[src/rtl/clk_ctrl_i2c_pkg.sv]
package clk_ctrl_i2c_pkg;

  localparam int NUM_REGS = 2;
  localparam int IDX_W = 3;
  localparam logic [6:0] DEFAULT_ADDR = 7'b1101001;
  localparam logic [7:0] BYTE_COUNT = 8'h09;

  typedef enum logic [2:0] {
    ST_IDLE,
    ST_RX,
    ST_RX_ACK,
    ST_TX,
    ST_TX_ACK
  } busState_t;

  // strobes from control to datapath, one cycle each
  typedef struct packed {
    logic shiftIn;    // capture rxBit into the shift register
    logic rxBit;      // synchronized data line
    logic loadTx;     // load the next byte to transmit
    logic loadCount;  // with loadTx: load the byte count instead of a register
    logic shiftOut;   // advance the transmit shift register
    logic writeReg;   // commit the received byte to the indexed register
    logic clrIdx;     // restart the register index at 0
  } dpStrobe_t;

  // writable bits per register; all writable bits reset to 1
  function automatic logic [7:0] regMask(input int idx);
    return (idx == 1) ? 8'h7F : 8'hFF;
  endfunction

endpackage

[src/rtl/i2c_reg_datapath.sv]
module i2c_reg_datapath
  import clk_ctrl_i2c_pkg::*;
#(
  parameter int NREG = NUM_REGS,
  parameter int IW = IDX_W,
  parameter logic [7:0] COUNT_VAL = BYTE_COUNT
) (
  input  logic              clk,
  input  logic              rstN,
  input  dpStrobe_t         strb,
  output logic [7:0]        rxByte,
  output logic              txBit,
  output logic [NREG*8-1:0] regFlat
);

  localparam logic [IW-1:0] IDX_MAX = '1;

  logic [7:0]    shiftReg;
  logic [IW-1:0] regIdx;
  logic [7:0]    rdByte;

  assign rxByte = shiftReg;
  assign txBit  = shiftReg[7];

  // register bank, one block per register
  for (genvar g = 0; g < NREG; g++) begin : gReg
    logic [7:0] q;
    always_ff @(posedge clk) begin
      if (!rstN) q <= regMask(g);
      else if (strb.writeReg && regIdx == IW'(g)) q <= shiftReg & regMask(g);
    end
    assign regFlat[g*8 +: 8] = q;
  end

  // readback select; indices past the bank read all ones
  always_comb begin
    rdByte = 8'hFF;
    for (int i = 0; i < NREG; i++)
      if (regIdx == IW'(i)) rdByte = regFlat[i*8 +: 8];
  end

  always_ff @(posedge clk) begin
    if (!rstN) begin
      shiftReg <= 8'hFF;
    end else if (strb.shiftIn) begin
      shiftReg <= {shiftReg[6:0], strb.rxBit};
    end else if (strb.loadTx) begin
      shiftReg <= strb.loadCount ? COUNT_VAL : rdByte;
    end else if (strb.shiftOut) begin
      shiftReg <= {shiftReg[6:0], 1'b1};
    end
  end

  always_ff @(posedge clk) begin
    if (!rstN) regIdx <= '0;
    else if (strb.clrIdx) regIdx <= '0;
    else if ((strb.writeReg || (strb.loadTx && !strb.loadCount)) && regIdx != IDX_MAX)
      regIdx <= regIdx + 1'b1;
  end

  // registers move only on a committed data byte
  assert_regs_hold_R2: assert property (@(posedge clk) disable iff (!rstN)
    !strb.writeReg |=> $stable(regFlat));

  // index only grows between restarts, so stale indices never alias low registers
  assert_idx_monotonic_R6: assert property (@(posedge clk) disable iff (!rstN)
    !strb.clrIdx |=> regIdx >= $past(regIdx));

endmodule

[src/rtl/i2c_bus_ctrl.sv]
module i2c_bus_ctrl
  import clk_ctrl_i2c_pkg::*;
#(
  parameter logic [6:0] DEV_ADDR = DEFAULT_ADDR
) (
  input  logic       clk,
  input  logic       rstN,
  input  logic       sclIn,
  input  logic       sdaIn,
  input  logic [7:0] rxByte,
  input  logic       txBit,
  output dpStrobe_t  strb,
  output logic       sdaOe
);

  logic [1:0] sclSync, sdaSync;
  logic       sclS, sdaS, sclD, sdaD;
  logic       startDet, stopDet, sclRise, sclFall;

  always_ff @(posedge clk) begin
    if (!rstN) begin
      sclSync <= 2'b11;
      sdaSync <= 2'b11;
      sclD    <= 1'b1;
      sdaD    <= 1'b1;
    end else begin
      sclSync <= {sclSync[0], sclIn};
      sdaSync <= {sdaSync[0], sdaIn};
      sclD    <= sclS;
      sdaD    <= sdaS;
    end
  end

  assign sclS     = sclSync[1];
  assign sdaS     = sdaSync[1];
  assign startDet = sclS & sclD & sdaD & ~sdaS;
  assign stopDet  = sclS & sclD & ~sdaD & sdaS;
  assign sclRise  = sclS & ~sclD;
  assign sclFall  = ~sclS & sclD;

  busState_t  state;
  logic [3:0] bitCnt;
  logic       isAddr, isRead, mAck, ackDrive;
  logic [1:0] phase;  // write header progress: 0 command, 1 count, 2 data
  logic       matchAddr, byteDone;

  assign matchAddr = (rxByte[7:1] == DEV_ADDR);
  assign byteDone  = sclFall && (bitCnt == 4'd8);

  always_comb begin
    strb       = '0;
    strb.rxBit = sdaS;
    case (state)
      ST_RX: begin
        strb.shiftIn  = sclRise && (bitCnt < 4'd8);
        strb.writeReg = byteDone && !isAddr && (phase == 2'd2);
      end
      ST_RX_ACK: begin
        if (sclFall && isAddr) begin
          strb.clrIdx    = 1'b1;
          strb.loadTx    = isRead;
          strb.loadCount = isRead;
        end
      end
      ST_TX:     strb.shiftOut = sclFall && (bitCnt != 4'd0) && (bitCnt != 4'd8);
      ST_TX_ACK: strb.loadTx   = sclFall && mAck;
      default: ;
    endcase
  end

  always_ff @(posedge clk) begin
    if (!rstN) begin
      state    <= ST_IDLE;
      bitCnt   <= '0;
      isAddr   <= 1'b0;
      isRead   <= 1'b0;
      mAck     <= 1'b0;
      ackDrive <= 1'b0;
      phase    <= '0;
    end else if (startDet) begin
      state    <= ST_RX;
      bitCnt   <= '0;
      isAddr   <= 1'b1;
      ackDrive <= 1'b0;
    end else if (stopDet) begin
      state    <= ST_IDLE;
      ackDrive <= 1'b0;
    end else begin
      case (state)
        ST_RX: begin
          if (sclRise && bitCnt < 4'd8) bitCnt <= bitCnt + 4'd1;
          if (byteDone) begin
            bitCnt <= '0;
            if (isAddr && !matchAddr) begin
              state <= ST_IDLE;
            end else begin
              state    <= ST_RX_ACK;
              ackDrive <= 1'b1;
              if (isAddr) isRead <= rxByte[0];
              else if (phase != 2'd2) phase <= phase + 2'd1;
            end
          end
        end
        ST_RX_ACK: begin
          if (sclFall) begin
            ackDrive <= 1'b0;
            isAddr   <= 1'b0;
            state    <= (isAddr && isRead) ? ST_TX : ST_RX;
            if (isAddr) phase <= '0;
          end
        end
        ST_TX: begin
          if (sclRise) bitCnt <= bitCnt + 4'd1;
          if (byteDone) begin
            bitCnt <= '0;
            state  <= ST_TX_ACK;
          end
        end
        ST_TX_ACK: begin
          if (sclRise) mAck <= ~sdaS;
          if (sclFall) state <= mAck ? ST_TX : ST_IDLE;
        end
        default: ;
      endcase
    end
  end

  assign sdaOe = ackDrive | ((state == ST_TX) & ~txBit);

  assert_drive_scl_low_R10: assert property (@(posedge clk) disable iff (!rstN)
    $rose(sdaOe) |-> !$past(sclS));

  assert_foreign_addr_R1: assert property (@(posedge clk) disable iff (!rstN)
    (state == ST_RX && isAddr && byteDone && !matchAddr && !startDet && !stopDet)
      |=> (state == ST_IDLE && !sdaOe));

  assert_nack_release_R7: assert property (@(posedge clk) disable iff (!rstN)
    (state == ST_TX_ACK && sclFall && !mAck && !startDet && !stopDet)
      |=> (state == ST_IDLE && !sdaOe));

  assert_ack_not_in_tx_R3: assert property (@(posedge clk) disable iff (!rstN)
    !(ackDrive && (state == ST_TX || state == ST_TX_ACK)));

endmodule

[src/rtl/clk_ctrl_i2c_slave.sv]
module clk_ctrl_i2c_slave
  import clk_ctrl_i2c_pkg::*;
#(
  parameter logic [6:0] DEV_ADDR = DEFAULT_ADDR
) (
  input  logic       clk,
  input  logic       rstN,
  input  logic       sclIn,
  input  logic       sdaIn,
  output logic       sdaOe,
  output logic [7:0] bufEn,
  output logic [6:0] coreEn
);

  dpStrobe_t           strb;
  logic [7:0]          rxByte;
  logic                txBit;
  logic [NUM_REGS*8-1:0] regFlat;
  logic                unusedBit;

  i2c_bus_ctrl #(.DEV_ADDR(DEV_ADDR)) u_ctrl (
    .clk   (clk),
    .rstN  (rstN),
    .sclIn (sclIn),
    .sdaIn (sdaIn),
    .rxByte(rxByte),
    .txBit (txBit),
    .strb  (strb),
    .sdaOe (sdaOe)
  );

  i2c_reg_datapath #(.NREG(NUM_REGS), .IW(IDX_W), .COUNT_VAL(BYTE_COUNT)) u_dp (
    .clk    (clk),
    .rstN   (rstN),
    .strb   (strb),
    .rxByte (rxByte),
    .txBit  (txBit),
    .regFlat(regFlat)
  );

  assign bufEn     = regFlat[7:0];
  assign coreEn    = regFlat[14:8];
  assign unusedBit = regFlat[15];

endmodule

[config.mk]
export PLATFORM = sky130hd
export DESIGN_NAME = clk_ctrl_i2c_slave
export DESIGN_NICKNAME = d
export VERILOG_FILES = /design/src/rtl/clk_ctrl_i2c_pkg.sv /design/src/rtl/i2c_reg_datapath.sv /design/src/rtl/i2c_bus_ctrl.sv /design/src/rtl/clk_ctrl_i2c_slave.sv
export SDC_FILE = /design/constraint.sdc
export NUM_CORES = 1
export LEC_CHECK = 0
export ABC_AREA = 1
export CAP_MARGIN = 0
export CORE_UTILIZATION = 63
export DETAILED_ROUTE_END_ITERATION = 10
export DONT_BUFFER_PORTS = 1
export GPL_TIMING_DRIVEN = 0
export PLACE_DENSITY_LB_ADDON = 0.2
export SETUP_SLACK_MARGIN = 0.15
export SLEW_MARGIN = 5
export SYNTH_ARGS = -nofsm -noshare
export SYNTH_HDL_FRONTEND = slang
export SYNTH_SLANG_ARGS = --single-unit
[constraint.sdc]
create_clock -name clk -period 2 [get_ports clk]
set_clock_uncertainty 0.15 [all_clocks]
set_input_delay 0.6 -clock clk [delete_from_list [all_inputs] [get_ports clk]]
set_output_delay 0.6 -clock clk [all_outputs]
set_load 0.005 [all_outputs]
# After elaboration in Yosys (flattened, before gate mapping)
# Index checks and enable logic that the tools add are counted.
[totals]
register_bits = 45
input_bits = 4
elab_cells = 145
[op_classes]
addsub = 3
order_cmp = 1
n_eq_ne = 26
muxes = 43
bitwise_logic = 18
reduce_logical = 38
[ops]
columns = ["operator", "n"]
rows = [
  ["two-way mux 8 bit", 6],
  ["two-way mux 2 bit", 10],
  ["two-way mux 4 bit", 4],
  ["!= test 4 x 1 -> 1 bit, second input constant", 4],
  ["logical AND 1 bit", 14],
  ["two-way mux 1 bit", 14],
  ["!= test 2 x 1 -> 1 bit, second input constant", 7],
  ["two-way mux 3 bit", 4],
  ["one-hot mux 3 bit (4 select lines)", 1],
  ["AND reduction 4 bit", 3],
  ["AND reduction 5 bit", 2],
  ["inverter 1 bit", 9],
  ["AND reduction 9 bit", 1],
  ["bitwise AND 1 bit", 8],
  ["one-hot mux 4 bit (2 select lines)", 1],
  ["nonzero test 2 bit", 4],
  ["nonzero test 4 bit", 2],
  ["== test 7 bit, second input constant", 1],
  ["== test 3 x 1 -> 1 bit, second input constant", 2],
  ["== test 3 x 2 -> 1 bit, second input constant", 2],
  ["!= test 2 bit, second input constant", 3],
  ["!= test 3 x 1 -> 1 bit, second input constant", 2],
  ["AND reduction 6 bit", 1],
  ["nonzero test 6 bit", 1],
  ["other kinds (19)", 23],
]

# Logic depth before layout (Yosys ltp)
[depth]
word_depth = 9
depth_mapped = 12
ltp_nobuf = 12

# Modules after synthesis
# From an unflattened synthesis, not the netlist that was laid out.
[hier_totals]
hier_cells = 362
hier_area_um2 = 2453.6
[by_module_without_submodules]
columns = ["module", "n_inst", "cells_each", "area_per_inst_um2"]
rows = [
  ["i2c_reg_datapath", 1, 197, 1367.6],
  ["i2c_bus_ctrl", 1, 165, 1086.0],
]

# Worst setup path after synthesis
# OpenSTA, ideal clock, no wires.
[synth_path]
path_kind = "flip-flop to flip-flop"
from = "reg u_dp.regIdx[1]"
to = "reg u_dp.shiftReg[1] (netlist: u_dp.rxByte[1])"
t_arrival_ps = 1395
setup_slack_ps = 319
path_stages_with_launch = 11
path_buffers = 0
synth_period_minus_slack_ps = 1681
path_cell_list = "dfxtp_1 > inv_1 > ha_1 > inv_2 > nor2_1 > inv_2 > o21ai_0 > a21boi_0 > o21ai_0 > nand2_1 > nand3_1"
[synth_via]
elab_chain_len = 6
word_cells_on_any_way = 7
cone_classes = "eq/ne (1); mux (5); reduce/logical (1)"
[synth_lines]
columns = ["item", "line_no", "text"]
rows = [
  ["from (decl)", "i2c_reg_datapath.sv:19", "logic [IW-1:0] regIdx;"],
  ["from (signal assigned)", "i2c_reg_datapath.sv:58", "regIdx <= regIdx + 1'b1;"],
  ["zero test 3 bit", "i2c_reg_datapath.sv:39", "if (regIdx == IW'(i)) rdByte = regFlat[i*8 +: 8];"],
  ["two-way mux 8 bit", "i2c_reg_datapath.sv:39", ""],
  ["two-way mux 8 bit *", "i2c_reg_datapath.sv:39", ""],
  ["two-way mux 8 bit *", "i2c_reg_datapath.sv:48", "shiftReg <= strb.loadCount ? COUNT_VAL : rdByte;"],
  ["two-way mux 8 bit *", "i2c_reg_datapath.sv:47", "end else if (strb.loadTx) begin"],
  ["two-way mux 8 bit *", "i2c_reg_datapath.sv:45", "end else if (strb.shiftIn) begin"],
  ["to (signal assigned)", "i2c_reg_datapath.sv:46", "shiftReg <= {shiftReg[6:0], strb.rxBit};"],
  ["to (signal assigned)", "i2c_reg_datapath.sv:48", ""],
  ["to (signal assigned)", "i2c_reg_datapath.sv:50", "shiftReg <= {shiftReg[6:0], 1'b1};"],
  ["to (decl)", "i2c_reg_datapath.sv:18", "logic [7:0] shiftReg;"],
]
# Mark *: on every way between the ends. The rest lies on a longest branch, timed or not.
# A chain may end at the register's enable or synchronous reset.

# Worst setup path in the final report
[layout_path]
from = "reg u_ctrl.bitCnt[0]"
to = "reg u_dp.gReg[0].q[0]"
[layout_via]
elab_chain_len = 6
[layout_lines]
columns = ["item", "line_no", "text"]
rows = [
  ["from (decl)", "i2c_bus_ctrl.sv:42", "logic [3:0] bitCnt;"],
  ["from (signal assigned)", "i2c_bus_ctrl.sv:91", "if (sclRise && bitCnt < 4'd8) bitCnt <= bitCnt + 4'd1;"],
  ["from (signal assigned)", "i2c_bus_ctrl.sv:113", "if (sclRise) bitCnt <= bitCnt + 4'd1;"],
  ["== test 4 bit", "i2c_bus_ctrl.sv:48", "assign byteDone = sclFall && (bitCnt == 4'd8);"],
  ["logical AND 1 bit", "i2c_bus_ctrl.sv:48", ""],
  ["logical AND 1 bit (2 in series)", "i2c_bus_ctrl.sv:56", "strb.writeReg = byteDone && !isAddr && (phase == 2'd2);"],
  ["two-way mux 1 bit", "i2c_bus_ctrl.sv:53", "case (state)"],
  ["logical AND 1 bit", "i2c_reg_datapath.sv:30", "else if (strb.writeReg && regIdx == IW'(g)) q <= shiftReg & regMask(g);"],
  ["to (signal assigned)", "i2c_reg_datapath.sv:29", "if (!rstN) q <= regMask(g);"],
  ["to (signal assigned)", "i2c_reg_datapath.sv:30", ""],
  ["to (decl)", "i2c_reg_datapath.sv:27", "logic [7:0] q;"],
]
# Every way passes these cells.

==> impl_metrics.json <==
{
  "fp.dieArea_um2": 4120,
  "clock_sinks": 45,
  "cts_made_buffers": 5,
  "seq_area_um2": 905,
  "core_um2": 3690,
  "drt_first_pass_iters": 4,
  "timing.critical_path.slowest_stage_cell": "dfxtp_1",
  "place_ws_ns": 0.00898,
  "setup_slack_ns": 0.214,
  "hold_class": "input pin to flop",
  "multi_input_area_um2": 1380,
  "nFillCells": 318,
  "synth-compound-area-share_pct": 14.7,
  "start_util_pct": 66.0,
  "grt_pass1_vias": 2037,
  "area_delta_synth_final_pct": 9.36,
  "slew_headroom_pct": 64.5,
  "cts_root_buffer": "clkbuf_8",
  "hold_viol": 0,
  "grt_usage_pct": 28.0,
  "routed_wl_mm": 5.48,
  "tns_ns": 0,
  "fmax_ghz": 0.560,
  "routedWlPerCell_um": 14.2,
  "die_w_um": 64.2,
  "finalPower_uw": 1830,
  "cellPowerDensity_nw_per_um2": 686,
  "synth_top_family_by_area": "simple AND/OR/NAND/NOR gates",
  "ir_drop_uv": 456,
  "drc_errors": 0,
  "fin_util_pct": 72.2,
  "overflow": 0,
  "synth-xor-area-share_pct": 0.720,
  "yosysSeqAreaShare_pct": 37.0,
  "core.rowCount": 22,
  "synth_cells": 327,
  "io_buffer_count": 0,
  "synth_edf_count": 0,
  "final_nets": 349,
  "report.final.slew_viol_count": 0,
  "ys.flop_type": "dfxtp_1",
  "leakagePower_uw": 0.00128,
  "antenna_found_initial": 0,
  "final.period_utilization_pct": 89.3,
  "fp.dieH_um": 64.2,
  "path_clk_slew_ns": 0.08,
  "criticalPathCategory": "flop to flop",
  "rsz0062_at_grt": "yes",
  "avgSynthCellArea_um2": 7.44,
  "synth-simple-area-share_pct": 35.6,
  "ys_warn_count": 0,
  "via_count": 2209,
  "r2r-start": "u_ctrl.bitCnt[0]",
  "critPathCaptureType": "flop",
  "outcome": "finished, final reports clean",
  "cts-htree-levels": 2,
  "muxShareOfSynthArea_pct": 0,
  "path_cells": "inv_2 > ha_4 > nand3_4 > nor2_8 > inv_4 > nor2_8 > nand3_4 > buf_6 > nand2_1 > nand3_1",
  "grt_pass1_wl_mm": 8.98,
  "async_reset_ff_share_pct": 0,
  "crit_path_start_kind": "flop",
  "drive_gt1_share_pct": 20.4,
  "cts_tree": "built",
  "syn_area_um2": 2430,
  "path_max_fanout": 10,
  "startpoint": "u_ctrl.bitCnt[0]",
  "post-dp-hpwl_mm": 3.88,
  "postRouteAntennaNets": 0,
  "worstSkewPairLatency_ns": 0.29,
  "gp_congestion": 0.874,
  "fin_crit_ns": 1.79,
  "hold_start": "sdaIn",
  "dr.first_iter.drc_count": 179,
  "grt_max_degree": 14,
  "cts_buffer_depth": 2,
  "antenna-diode-count": 0,
  "cap_viol_max_count": 0,
  "setup_viol": 0,
  "slowest_delay_ns": 0.37,
  "synth.net_count": 338,
  "vias_per_cell": 5.72,
  "yosys.area_share.adder_pct": 3.60,
  "ys_types": 36,
  "required_ns": 2.00,
  "tightest_slew_ns": 0.533,
  "ys_seq_elements": 45,
  "worstPathArrival_ns": 1.79,
  "ios": 20,
  "holdBufCountCts": 0
}
==> repair_timing <==
| action | CTS | global route |
|---|---|---|
| pin swaps | 0 | 3 |
| buffers inserted | 0 | 4 |
| cloned | 0 | 0 |
| resized for setup | 3 | 11 |
| hold endpoints to repair | 0 | 0 |
| endpoints found under the setup margin | 9 | 33 |
==> per-layer routing <==
metal,global-route usage (%),vias to the layer above,share of wire (%)
met4,8.61,0,0.73
li1,-,1104,-
met2,45.3,69,48
met1,36.7,1030,46
met3,6.61,6,5.3
met5,0,-,0
==> state kept, by name, indices dropped and copies added, names as in the netlist <==
register	flops
u_ctrl.sdaSync	2
u_dp.rxByte	8
u_ctrl.phase	2
u_ctrl.isAddr	1
u_dp.regIdx	3
u_ctrl.sclD	1
u_ctrl.mAck	1
u_dp.gReg.q	15
u_ctrl.ackDrive	1
u_ctrl.state	3
u_ctrl.sclSync	2
u_ctrl.sdaD	1
u_ctrl.isRead	1
u_ctrl.bitCnt	4
==> area by class of cell <==
cell class / instances / area share (%)
clock buffers: 6 / 2.73
inverters: 44 / 6.39
multi-input cells: 233 / 51.9
clock inverters: 1 / 0.329
flip-flops and latches: 45 / 34.0
well taps: 48 / 2.26
repair buffers: 4 / 1.13
plain buffers: 5 / 1.27
==> synth_stat cells, types with 2 or more instances <==
cell	count	area, um2
a21boi_0	5	37.5
a21oi_1	12	60.1
a21oi_2	2	17.5
buf_6	2	22.5
clkbuf_1	3	11.3
clkinv_2	2	10.0
dfxtp_1	45	901
ha_1	7	87.6
inv_1	28	105
inv_2	13	48.8
nand2_1	66	248
nand2_2	3	18.8
nand2_4	4	45.0
nand3_1	39	195
nand3_2	3	30.0
nand3_4	2	35.0
nand4_1	9	56.3
nor2_1	31	116
nor2_2	4	25.0
nor2_8	3	60.1
o211ai_1	4	30.0
o211ai_2	3	37.5
o21ai_0	16	80.1
o21ai_1	2	10.0
o21ai_2	3	26.3
o21bai_1	2	15.0
o22ai_1	2	12.5
or2_2	4	25.0
==> placed cells by master, fill, tap and decap left out, types with 5 or more instances in the layout <==
| cell type | count |
|---|---|
| o21ai_0 | 16 |
| inv_2 | 15 |
| nand3_1 | 37 |
| dfxtp_1 | 42 |
| nand2_1 | 66 |
| nand4_1 | 9 |
| inv_1 | 26 |
| nor2_1 | 30 |
| a21boi_0 | 5 |
| ha_1 | 6 |
| clkbuf_8 | 5 |
| a21oi_1 | 12 |
==> through the flow <==
stage | hold WS (ns) | cells | instance area (um2)
after floorplan | 0.243 | 327 | 2430
after global routing | 0.241 | 386 | 2660
after detailed placement | 0.253 | 375 | 2490
after CTS | 0.257 | 382 | 2580
final | 0.265 | 386 | 2660
after global placement | 0.245 | 375 | 2490
==> cell families after synthesis <==
group	Yosys count
xor+xnor	2
buf+inv	49
flops	45
fa+ha+maj	7
compound gates	54
simple gates	170
==> worst max-delay path: cells and delay by family, from the launching register on <==
kind | cells | cell delay [ns]
adder cells (fa/ha/maj) | 1 | 0.15
buffers and inverters | 3 | 0.32
flip-flops | 1 | 0.37
AND/OR/NAND/NOR | 6 | 0.68
==> report_power, final <==
group	leakage (uW)	switching (uW)	internal (uW)
logic	0.000874	217	102
clock network	0.0000412	297	242
registers	0.000367	39.0	929
total	0.00128	553	1270
==> final timing paths <==
check	to	slack (ns)	depth (start not counted)
setup / recovery	u_dp.gReg[0].q[0]	0.21	10
hold / removal	u_ctrl.sdaSync[0]	0.27	1
setup reg to reg	u_dp.gReg[0].q[0]	0.21	10
hold reg to reg	u_ctrl.sdaSync[1]	0.27	1
No activity file was read; power rests on OpenSTA's default activity.
